==> config.mk <==
export PLATFORM = sky130hd
export DESIGN_NAME = phcmp_unit
export DESIGN_NICKNAME = d
export VERILOG_FILES = /design/src/rtl/phcmp_unit.sv
export SDC_FILE = /design/constraint.sdc
export NUM_CORES = 1
export LEC_CHECK = 0
export CAP_MARGIN = 20
export CELL_PAD_IN_SITES_DETAIL_PLACEMENT = 1
export CELL_PAD_IN_SITES_GLOBAL_PLACEMENT = 1
export CORE_ASPECT_RATIO = 0.8
export CORE_MARGIN = 4
export CORE_UTILIZATION = 16
export DETAILED_ROUTE_END_ITERATION = 12
export PLACE_DENSITY = 0.95
export SLEW_MARGIN = 10
export SYNTH_ARGS = -nofsm -noshare
export SYNTH_HDL_FRONTEND = slang
export SYNTH_SLANG_ARGS = --single-unit
==> constraint.sdc <==
create_clock -name vclk -period 10.4
set_input_delay 3.12 -clock vclk [all_inputs]
set_output_delay 3.12 -clock vclk [all_outputs]
set_load 0.05 [all_outputs]
==> src/rtl/phcmp_unit.sv <==
module phcmp_unit #(
  parameter logic [5:0] MAJOR   = 6'b001000,
  parameter int         LANE_W  = 16,
  parameter int         LANES   = 2,
  parameter int         CC_BASE = 24
) (
  input  logic [LANES*LANE_W-1:0] insn,
  input  logic [LANES*LANE_W-1:0] rs_val,
  input  logic [LANES*LANE_W-1:0] rt_val,
  input  logic                    dsp_en,
  input  logic [LANES*LANE_W-1:0] ctl_in,
  output logic                    ctl_we,
  output logic [LANES*LANE_W-1:0] ctl_out,
  output logic                    exc_dsp_off,
  output logic                    exc_resv
);
  localparam int          DW      = LANES * LANE_W;
  localparam logic [2:0]  TAIL    = 3'b101;
  localparam logic [6:0]  MIN_EQ  = 7'b0000000;
  localparam logic [6:0]  MIN_LT  = 7'b0001000;
  localparam logic [6:0]  MIN_LE  = 7'b0010000;

  logic [5:0] major;
  logic [6:0] minor;
  logic [2:0] tail;
  logic       in_group, known;
  logic [LANES-1:0] lane_eq, lane_lt, res;
  logic       unused_fields;

  assign major         = insn[DW-1 -: 6];
  assign minor         = insn[9:3];
  assign tail          = insn[2:0];
  assign unused_fields = ^insn[25:10];

  assign in_group = (major == MAJOR) && (tail == TAIL);
  assign known    = (minor == MIN_EQ) || (minor == MIN_LT) || (minor == MIN_LE);

  for (genvar g = 0; g < LANES; g++) begin : g_lane
    logic signed [LANE_W-1:0] a, b;
    assign a          = rs_val[g*LANE_W +: LANE_W];
    assign b          = rt_val[g*LANE_W +: LANE_W];
    assign lane_eq[g] = (a == b);
    assign lane_lt[g] = (a < b);
  end

  always_comb begin
    unique case (minor)
      MIN_LT:  res = lane_lt;
      MIN_LE:  res = lane_lt | lane_eq;
      default: res = lane_eq;
    endcase
  end

  assign ctl_we      = in_group && known && dsp_en;
  assign exc_dsp_off = in_group && known && !dsp_en;
  assign exc_resv    = in_group && !known;

  always_comb begin
    ctl_out = ctl_in;
    if (ctl_we) ctl_out[CC_BASE +: LANES] = res;
  end

  always_comb begin

    keep_other_bits_chk: assert ((ctl_out | ({LANES{1'b1}} << CC_BASE)) ==
                                 (ctl_in  | ({LANES{1'b1}} << CC_BASE)))
      else $error("bits outside condition pair changed");

    no_write_when_off_chk: assert (!exc_dsp_off || (!ctl_we && ctl_out == ctl_in && !dsp_en))
      else $error("disabled compare disturbed control value");

    resv_quiet_chk: assert (!exc_resv || (!ctl_we && ctl_out == ctl_in))
      else $error("reserved word disturbed control value");

    one_outcome_chk: assert ($onehot0({ctl_we, exc_dsp_off, exc_resv}))
      else $error("more than one outcome active");

    eq_lanes_chk: assert (!(ctl_we && minor == MIN_EQ) ||
                          (ctl_out[CC_BASE+1] == (rs_val[31:16] == rt_val[31:16]) &&
                           ctl_out[CC_BASE]   == (rs_val[15:0]  == rt_val[15:0])))
      else $error("equality result mismatch");
  end
endmodule

# Word level (Yosys, flattened, before mapping)
# Index checks and enable logic that the tools add are counted.
[classes]
n_reduce_logical = 10
order_cmp = 2
div_mod_pow = 0
muxes = 2
addsub = 0
shift = 0
bitwise_logic = 1
multipliers = 0
eq_ne = 6
[op_table]
columns = ["operator", "count"]
rows = [
  ["$eq 16x16->1", 2],
  ["$lt 16x16->1", 2],
  ["$eq 7x4->1 const B", 1],
  ["$eq 7x5->1 const B", 1],
  ["$logic_not 7->1", 1],
  ["$eq 6x4->1 const B", 1],
  ["$logic_and 1x1->1", 5],
  ["$pmux 2 s2", 1],
  ["$eq 3x3->1 const B", 1],
  ["$logic_not 1->1", 2],
  ["$logic_or 1x1->1", 2],
  ["$mux 2", 1],
  ["$or 2x2->2", 1],
]
[word_totals]
latch_bits = 0
mem_bits_rw = 0
regBits = 0
mem_count = 0
out_inout_bits = 35
romBits = 0

# Logic depth before layout (Yosys ltp)
# Gate-level depths: netlist of run 1.
[depth]
ltp_word = 6
ltp_mapped = 8
ltp_nobuf = 8

# Least setup slack after synthesis of run 1
# No wires, ideal clock.
[synth_timing]
path_type = "input port to output port"
startpoint = "input rt_val[31]"
endpoint = "output ctl_out[25]"
cell_stages = 6
slack_ns = 1.996
required_ns = 7.280
arrival_ns = 5.284
path_cell_list = "inv_1 > ha_1 > nand4_2 > or4_4 > o41a_1 > a21oi_1"
[synth_between]
elab_chain_cells = 4
elab_cells_between_ends = 5
[synth_lines]
columns = ["element", "line_no", "rtl"]
rows = [
  ["start, declared", "9", "input logic [LANES*LANE_W-1:0] rt_val,"],
  ["$lt 16x16->1 / $eq 16x16->1 (equally long branches)", "43, 42", ""],
  ["$or 2x2->2", "49", "MIN_LE: res = lane_lt | lane_eq;"],
  ["$pmux 2 s2 (*)", "47", "unique case (minor)"],
  ["$mux 2 (*)", "60", "if (ctl_we) ctl_out[CC_BASE +: LANES] = res;"],
  ["end, declared", "13", "output logic [LANES*LANE_W-1:0] ctl_out,"],
]
# Every way passes the cells marked *; elsewhere a longest branch is shown, timed or not.

# Final worst setup path of run 1
# Same ends and word-level chain as after synthesis.

==> impl_metrics.tcl, run 1 <==
set metrics [dict create \
    postPlaceCellArea_sq_um 1946 \
    antenna_cells 0 \
    slew_headroom_pct 64.52 \
    placement_rows 27 \
    outcome "finished, final reports clean" \
    hold-worst-slack_ns 6.240 \
    syn_avg_cell_area_sq_um 6.973 \
    required_ns 7.28 \
    max_slew.worst_pin.slew_ns 0.5305 \
    cp_max_fo 4 \
    dpl.hpwl_um 4156 \
    power_leakage_nw 0.9334 \
    endpoint_kind "primary output" \
    powerDensity_nw_per_um2 32.86 \
    port_buffers 88 \
    hold_path_startpoint "ctl_in[18]" \
    holdPathStages 0 \
    synthTopCellsByArea "ha_1 34%, buf_4 19%, inv_1 11%" \
    seqCellArea_sq_um 0 \
    antenna_found_initial 0 \
    synthDominantCellAreaShare_pct 33.58 \
    grtUsageTotal_pct 9.381 \
    cap_violations 0 \
    crit_path_start_kind "primary input" \
    maxSlewViolCount 0 \
    fmax_ghz 0.1090 \
    dieHeight_um 85.22 \
    drive_gt1_share_pct 1.316 \
    synthesis.instances 171 \
    die_w_um 104.5 \
    io_pins 164 \
    core_area_sq_um 7061 \
    first_pass_iters 2 \
    grt_pass1_wl_um 6955 \
    totalWireLength_um 4276 \
    stdcell_area_sq_um 1946 \
    syn_nets 332 \
    ys_types 30 \
    start_util_pct 16.89 \
    drc 0 \
    dr_total_vias 1314 \
    postCtsSetupBuffers 0 \
    nets 391 \
    hold_viol 0 \
    synth.most_common_cell "inv_1" \
    synth_common_cells "34 x inv_1, 32 x ha_1, 30 x buf_4" \
    syn2layout_area_growth_pct 63.17 \
    fin_crit_ns 9.171 \
    post_cts_resized 0 \
    grt_pass1_vias 1550 \
    setup_viol 0 \
    yosys_warnings 0 \
    rsz0062_at_grt "no" \
    n_clock_buffer 0 \
    critical_path_class "primary input to primary output" \
    finalSetupTns_ns 0 \
    fp.dieArea_sq_um 8906 \
    ys_seq_area_share_pct 0 \
    fill_cells 856 \
    wl_per_cell_um 13.57 \
    hold_buffers 0 \
    synth.cell_area_sq_um 1192 \
    cp_data_arrival_time_ns 6.05 \
    grt_max_degree 6 \
    post_drt_via_cell_ratio 4.171 \
    ant_nets 0 \
    overflow 0 \
    hold-path-endpoint "ctl_out[18]" \
    final.period_utilization_pct 88.19 \
    yosysTopAreaCell "ha_1" \
    gp_congestion 0.7981 \
    max-vdd-ir-drop_mv 0.009701 \
    hold_path.class "primary input to primary output" \
    drt_iter0_drc 14 \
    n_sequential_cell 0 \
]
[logic make-up after synthesis]
logic type                 after synthesis  synth area share (%)
xor gates and xnor gates                 1                0.7347
adders and majority gates               32                 33.58
AOI/OAI and AO/OA                       27                 13.85
and+or+nand+nor                         44                 19.62
buffers and inverters                   65                 30.54
muxes                                    2                 1.679
[metal layers]
| metal | share of wire (%) | global-route usage [%] | vias to the layer above |
|---|---|---|---|
| li1 | - | - | 659 |
| met1 | 34 | 8.625 | 587 |
| met2 | 58 | 20.98 | 56 |
| met3 | 6.7 | 1.749 | 12 |
| met4 | 1.8 | 1.691 | 0 |
| met5 | 0 | 0 | - |
[critical path, cell delays in order]
cell and delay [ns]:
clkdlybuf4s50_1 0.46, inv_1 0.04, ha_1 0.32, nand4_2 0.17, or4_4 0.57, o41a_1 0.38
a21oi_1 0.15, clkdlybuf4s50_1 0.84
[worst max-delay path by stage]
stage,startpoint,endpoint,slack (ns),cells after the start
after global routing,rt_val[31],ctl_out[25],1.08,8
after floorplan,rt_val[31],ctl_out[25],2.00,6
after CTS,rt_val[31],ctl_out[25],1.20,8
after global placement,rt_val[31],ctl_out[25],1.26,8
after detailed placement,rt_val[31],ctl_out[25],1.21,8
final,rt_val[31],ctl_out[25],1.23,8
[final cells by class]
cell class | instances | area [sq um] | share of cell area, %
tap | 87 | 108.9 | 5.595
inverter | 34 | 127.6 | 6.559
multi-input combinational | 106 | 828.3 | 42.57
timing repair buffer | 88 | 880.8 | 45.27
[where the power goes]
group,leakage (nW),internal (W),switching [W]
logic,0.933,0.0000406,0.0000233
registers,0,0,0
clock network,0,0,0
[metrics by stage]
stage / setup WS (ns) / instances / power [W] / utilization, %
final: 1.229 / 315 / 0.00006393 / 27.56
after global routing: 1.083 / 315 / 0.00007201 / 27.56
after CTS: 1.202 / 315 / 0.00006520 / 27.56
after detailed placement: 1.205 / 315 / 0.00006487 / 27.56
after global placement: 1.265 / 315 / 0.00006104 / 27.56
after floorplan: 1.996 / 171 / 0.00005506 / -
[cells in the final DEF (no fill, tap or decap), types with 3 or more instances in the layout]
master,netlist,routed
inv_1,34,34
a21oi_1,16,16
ha_1,32,32
nand2_1,12,12
a21o_1,3,3
nor2_1,10,10
nor3_1,5,5
clkdlybuf4s50_1,0,88
No activity file was read; power rests on OpenSTA's default activity.
==> inputs of run 2 (changes only) <==
--- a/config.mk
+++ b/config.mk
@@ -10,7 +10,7 @@
 export CELL_PAD_IN_SITES_GLOBAL_PLACEMENT = 1
 export CORE_ASPECT_RATIO = 0.8
 export CORE_MARGIN = 4
-export CORE_UTILIZATION = 16
+export CORE_UTILIZATION = 15
 export DETAILED_ROUTE_END_ITERATION = 12
 export PLACE_DENSITY = 0.95
 export SLEW_MARGIN = 10
==> constraint.sdc (replaced) <==
create_clock -name vclk -period 8.9
set_input_delay 2.67 -clock vclk [all_inputs]
set_output_delay 2.67 -clock vclk [all_outputs]
set_load 0.05 [all_outputs]
==> run 2 against run 1 <==
Effect of this change: cell area up 1.2%; total power increased by 16%; via count down 1.6%; non-clock buffer count stayed put; routed wire length down 1.5%; flip-flop and latch count is the same; die area rose by 6.1%; combinational power rose by 16%; count of clock-buffer cells in the layout is the same; largest cell class unchanged.
==> impl_metrics.tcl, run 2 (same netlist as run 1, synthesis figures left out) <==
set metrics [dict create \
    outcome "finished, final reports clean" \
    slew_headroom_pct 64.13 \
    port_buffers 88 \
    n_sequential_cell 0 \
    totalWireLength_um 4210 \
    antenna_found_initial 0 \
    dieHeight_um 87.75 \
    hold-worst-slack_ns 5.340 \
    postCtsSetupBuffers 0 \
    core_area_sq_um 7567 \
    power_w 0.00007402 \
    netSwitchingFraction_pct 36.05 \
    setup_viol 0 \
    finalCoreUtilization_pct 26.01 \
    hold_buffers 0 \
    stdcell_area_sq_um 1968 \
    fin_crit_ns 8.302 \
    layout_common_cells "88 x clkdlybuf4s50_1, 34 x inv_1, 32 x ha_1" \
    drt_iter0_drc 18 \
    max-vdd-ir-drop_mv 0.007822 \
    ant_nets 0 \
    required_ns 6.23 \
    first_pass_iters 2 \
    fill_cells 923 \
    grtUsageTotal_pct 8.332 \
    internal-power_w 0.00004734 \
    dpl.hpwl_um 4105 \
    dr_total_vias 1293 \
    drc 0 \
    postPlaceCellArea_sq_um 1968 \
    clkPwrFrac_pct 0 \
    finalSetupTns_ns 0 \
    layout_commonest_cell "clkdlybuf4s50_1" \
    crit_path_start_kind "primary input" \
    n_clock_buffer 0 \
    critical_path_class "primary input to primary output" \
    cap_violations 0 \
    antenna_cells 0 \
    final.period_utilization_pct 93.28 \
    seqCellArea_sq_um 0 \
    hold_viol 0 \
    max_slew.worst_pin.slew_ns 0.5364 \
    power_leakage_nw 0.9334 \
    maxSlewViolCount 0 \
    powerDensity_nw_per_um2 37.61 \
    post_drt_via_cell_ratio 3.883 \
    overflow 0 \
    endpoint_kind "primary output" \
    comb_power_share_pct 100.0 \
    grt_pass1_wl_um 6382 \
    gp_congestion 0.7270 \
    fp.dieArea_sq_um 9448 \
    cp_max_fo 4 \
    rsz0062_at_grt "no" \
    placement_rows 28 \
    seq_power_share_pct 0 \
    drive_gt1_share_pct 1.316 \
    cp_data_arrival_time_ns 5.63 \
    fmax_ghz 0.1205 \
    io_pins 164 \
    nets 391 \
    wl_per_cell_um 12.64 \
    syn2layout_area_growth_pct 65.06 \
    grt_max_degree 6 \
    start_util_pct 15.76 \
    die_w_um 107.7 \
    hold_path.class "primary input to primary output" \
    grt_pass1_vias 1414 \
    post_cts_resized 0 \
    p_sw_w 0.00002668 \
]
## run 2: worst paths after layout
check                      start     endpoint  slack, ns  cells past startpoint
worst max-delay path  rt_val[31]  ctl_out[25]       0.60                     10
worst min-delay path  ctl_in[16]  ctl_out[16]       5.34                      0
## run 2: stage by stage
stage | setup WS, ns | cells
3_5_place_dp | 0.5753 | 333
2_1_floorplan | 1.396 | 171
6_report | 0.5981 | 333
3_3_place_gp | 0.6422 | 333
4_1_cts | 0.5756 | 333
5_1_grt | 0.4228 | 333
## run 2: per-layer routing
layer / global-route usage, % / share of wire [%] / vias to the layer above
li1: - / - / 660
met1: 7.970 / 35 / 576
met2: 18.12 / 56 / 53
met3: 2.137 / 6.7 / 4
met4: 0.9174 / 1.4 / 0
met5: 0 / 0 / -
## run 2: power by group through the flow
stage	combinational, W	sequential [W]	clock [W]
after CTS	0.0000756	0	0
after global routing	0.0000829	0	0
after global placement	0.0000714	0	0
after detailed placement	0.0000753	0	0
final	0.0000740	0	0
after floorplan	0.0000643	0	0
## run 2: final cells by class
type,count,area [sq um],area share (%)
timing repair buffer,88,880.8,44.76
multi-input combinational,106,828.3,42.09
tap,105,131.4,6.675
inverter,34,127.6,6.484
## run 2: critical path: stages
cell             delay, ns
clkdlybuf4s50_1       0.46
inv_1                 0.04
ha_1                  0.33
nand4_2               0.18
or4_4                 0.57
a21oi_1               0.18
nor3_1                0.09
mux2i_1               0.14
a21oi_1               0.13
clkdlybuf4s50_1       0.84
==> inputs of run 3 (changes only) <==
--- a/config.mk
+++ b/config.mk
@@ -13,6 +13,7 @@
 export CORE_UTILIZATION = 15
 export DETAILED_ROUTE_END_ITERATION = 12
 export PLACE_DENSITY = 0.95
+export REMOVE_ABC_BUFFERS = 1
 export SLEW_MARGIN = 10
 export SYNTH_ARGS = -nofsm -noshare
 export SYNTH_HDL_FRONTEND = slang
==> run 3 against run 2 <==
Effect of this change: flip-flop and latch count unchanged; sequential share of layout area unchanged; routed wire length up 33%; via count up 4.3%; first-iteration DRC count up 67%; maximum frequency up 0.35%; largest cell class unchanged.
==> impl_metrics.tcl, run 3 (same netlist as run 1, synthesis figures left out) <==
set metrics [dict create \
    fill_cells 922 \
    crit_path_start_kind "primary input" \
    top_layer "met4" \
    dieHeight_um 87.75 \
    grt_pass1_wl_um 7990 \
    crit_family "buffers and inverters" \
    n_clock_buffer 0 \
    required_ns 6.23 \
    cap_violations 0 \
    layout_common_cells "88 x clkdlybuf4s50_1, 34 x inv_1, 32 x ha_1" \
    hold-worst-slack_ns 5.340 \
    syn2layout_area_growth_pct 65.06 \
    layout_commonest_cell "clkdlybuf4s50_1" \
    post_cts_resized 0 \
    fin_crit_ns 8.273 \
    max-vdd-ir-drop_mv 0.008059 \
    setup_viol 0 \
    final.period_utilization_pct 92.96 \
    placement_rows 28 \
    rsz0062_at_grt "no" \
    max_slew.worst_pin.slew_ns 0.5360 \
    postCtsSetupBuffers 0 \
    wl_met3_um 680 \
    slowest_delay_ns 0.84 \
    start_util_pct 15.76 \
    layoutNonFillerInstCount 333 \
    drc 0 \
    nets 391 \
    stdcell_area_sq_um 1968 \
    port_buffers 88 \
    antenna_found_initial 0 \
    cp_data_arrival_time_ns 5.60 \
    power_leakage_nw 0.9334 \
    cp_max_fo 4 \
    post_drt_via_cell_ratio 4.048 \
    ant_nets 0 \
    first_pass_iters 4 \
    hold_viol 0 \
    dp.cells 333 \
    critical-path-slowest-cell "clkdlybuf4s50_1" \
    fp.dieArea_sq_um 9448 \
    totalWireLength_um 5596 \
    hold_path.class "primary input to primary output" \
    finalSetupTns_ns 0 \
    outcome "finished, final reports clean" \
    hold_buffers 0 \
    slew_headroom_pct 64.16 \
    die_w_um 107.7 \
    drive_gt1_share_pct 1.316 \
    dr_wl_met2_um 2647 \
    gp_congestion 0.7333 \
    n_sequential_cell 0 \
    core_area_sq_um 7567 \
    io_pins 164 \
    antenna_cells 0 \
    drt_iter0_drc 30 \
    worstPathCellList "clkdlybuf4s50_1 > inv_1 > ha_1 > nand4_2 > or4_4 > o41a_1 > a21oi_1 > clkdlybuf4s50_1" \
    path_buf_inv 3 \
    seqCellArea_sq_um 0 \
    path_common_cell "clkdlybuf4s50_1" \
    grtUsageTotal_pct 11.14 \
    dpl.hpwl_um 5305 \
    grt_pass1_vias 1520 \
    powerDensity_nw_per_um2 37.69 \
    endpoint_kind "primary output" \
    wl_met1_um 2236 \
    wl_per_cell_um 16.80 \
    dr_total_vias 1348 \
    grt_max_degree 6 \
    maxSlewViolCount 0 \
    overflow 0 \
    postPlaceCellArea_sq_um 1968 \
    critical_path_class "primary input to primary output" \
    fmax_ghz 0.1209 \
]
-- run 3: cell counts in the layout (fill, tap and decap cells not counted) --
Identical to the previous run, type by type.
-- run 3: path summary, 6_finish.rpt --
kind	start	endpoint	slack, ns	cells past startpoint
worst max-delay path	rt_val[31]	ctl_out[25]	0.63	8
worst min-delay path	ctl_in[29]	ctl_out[29]	5.34	0
-- run 3: routing by layer --
metal | global-route usage (%) | up-vias
met5 | 3.061 | -
met4 | 0.4587 | 0
met3 | 5.895 | 2
met2 | 19.07 | 74
met1 | 12.85 | 614
li1 | - | 658
-- run 3: stage by stage --
| step | power [W] | setup slack (ns) | utilization (%) |
|---|---|---|---|
| after floorplan | 0.00002800 | 1.396 | - |
| after detailed placement | 0.00007540 | 0.6096 | 26.01 |
| final | 0.00007418 | 0.6268 | 26.01 |
| after CTS | 0.00007588 | 0.5986 | 26.01 |
| after global routing | 0.00008336 | 0.4937 | 26.01 |
| after global placement | 0.00007108 | 0.6284 | 26.01 |
-- run 3: power by group --
part           total (W)  internal [W]  switching (W)
Sequential             0             0              0
Combinational  0.0000742     0.0000474      0.0000268
Clock                  0             0              0
-- run 3: area by class of cell --
class	instances	area, sq um	share of cell area (%)
Timing Repair Buffer	88	880.8	44.76
Multi-Input combinational cell	106	828.3	42.09
Tap cell	105	131.4	6.675
Inverter	34	127.6	6.484
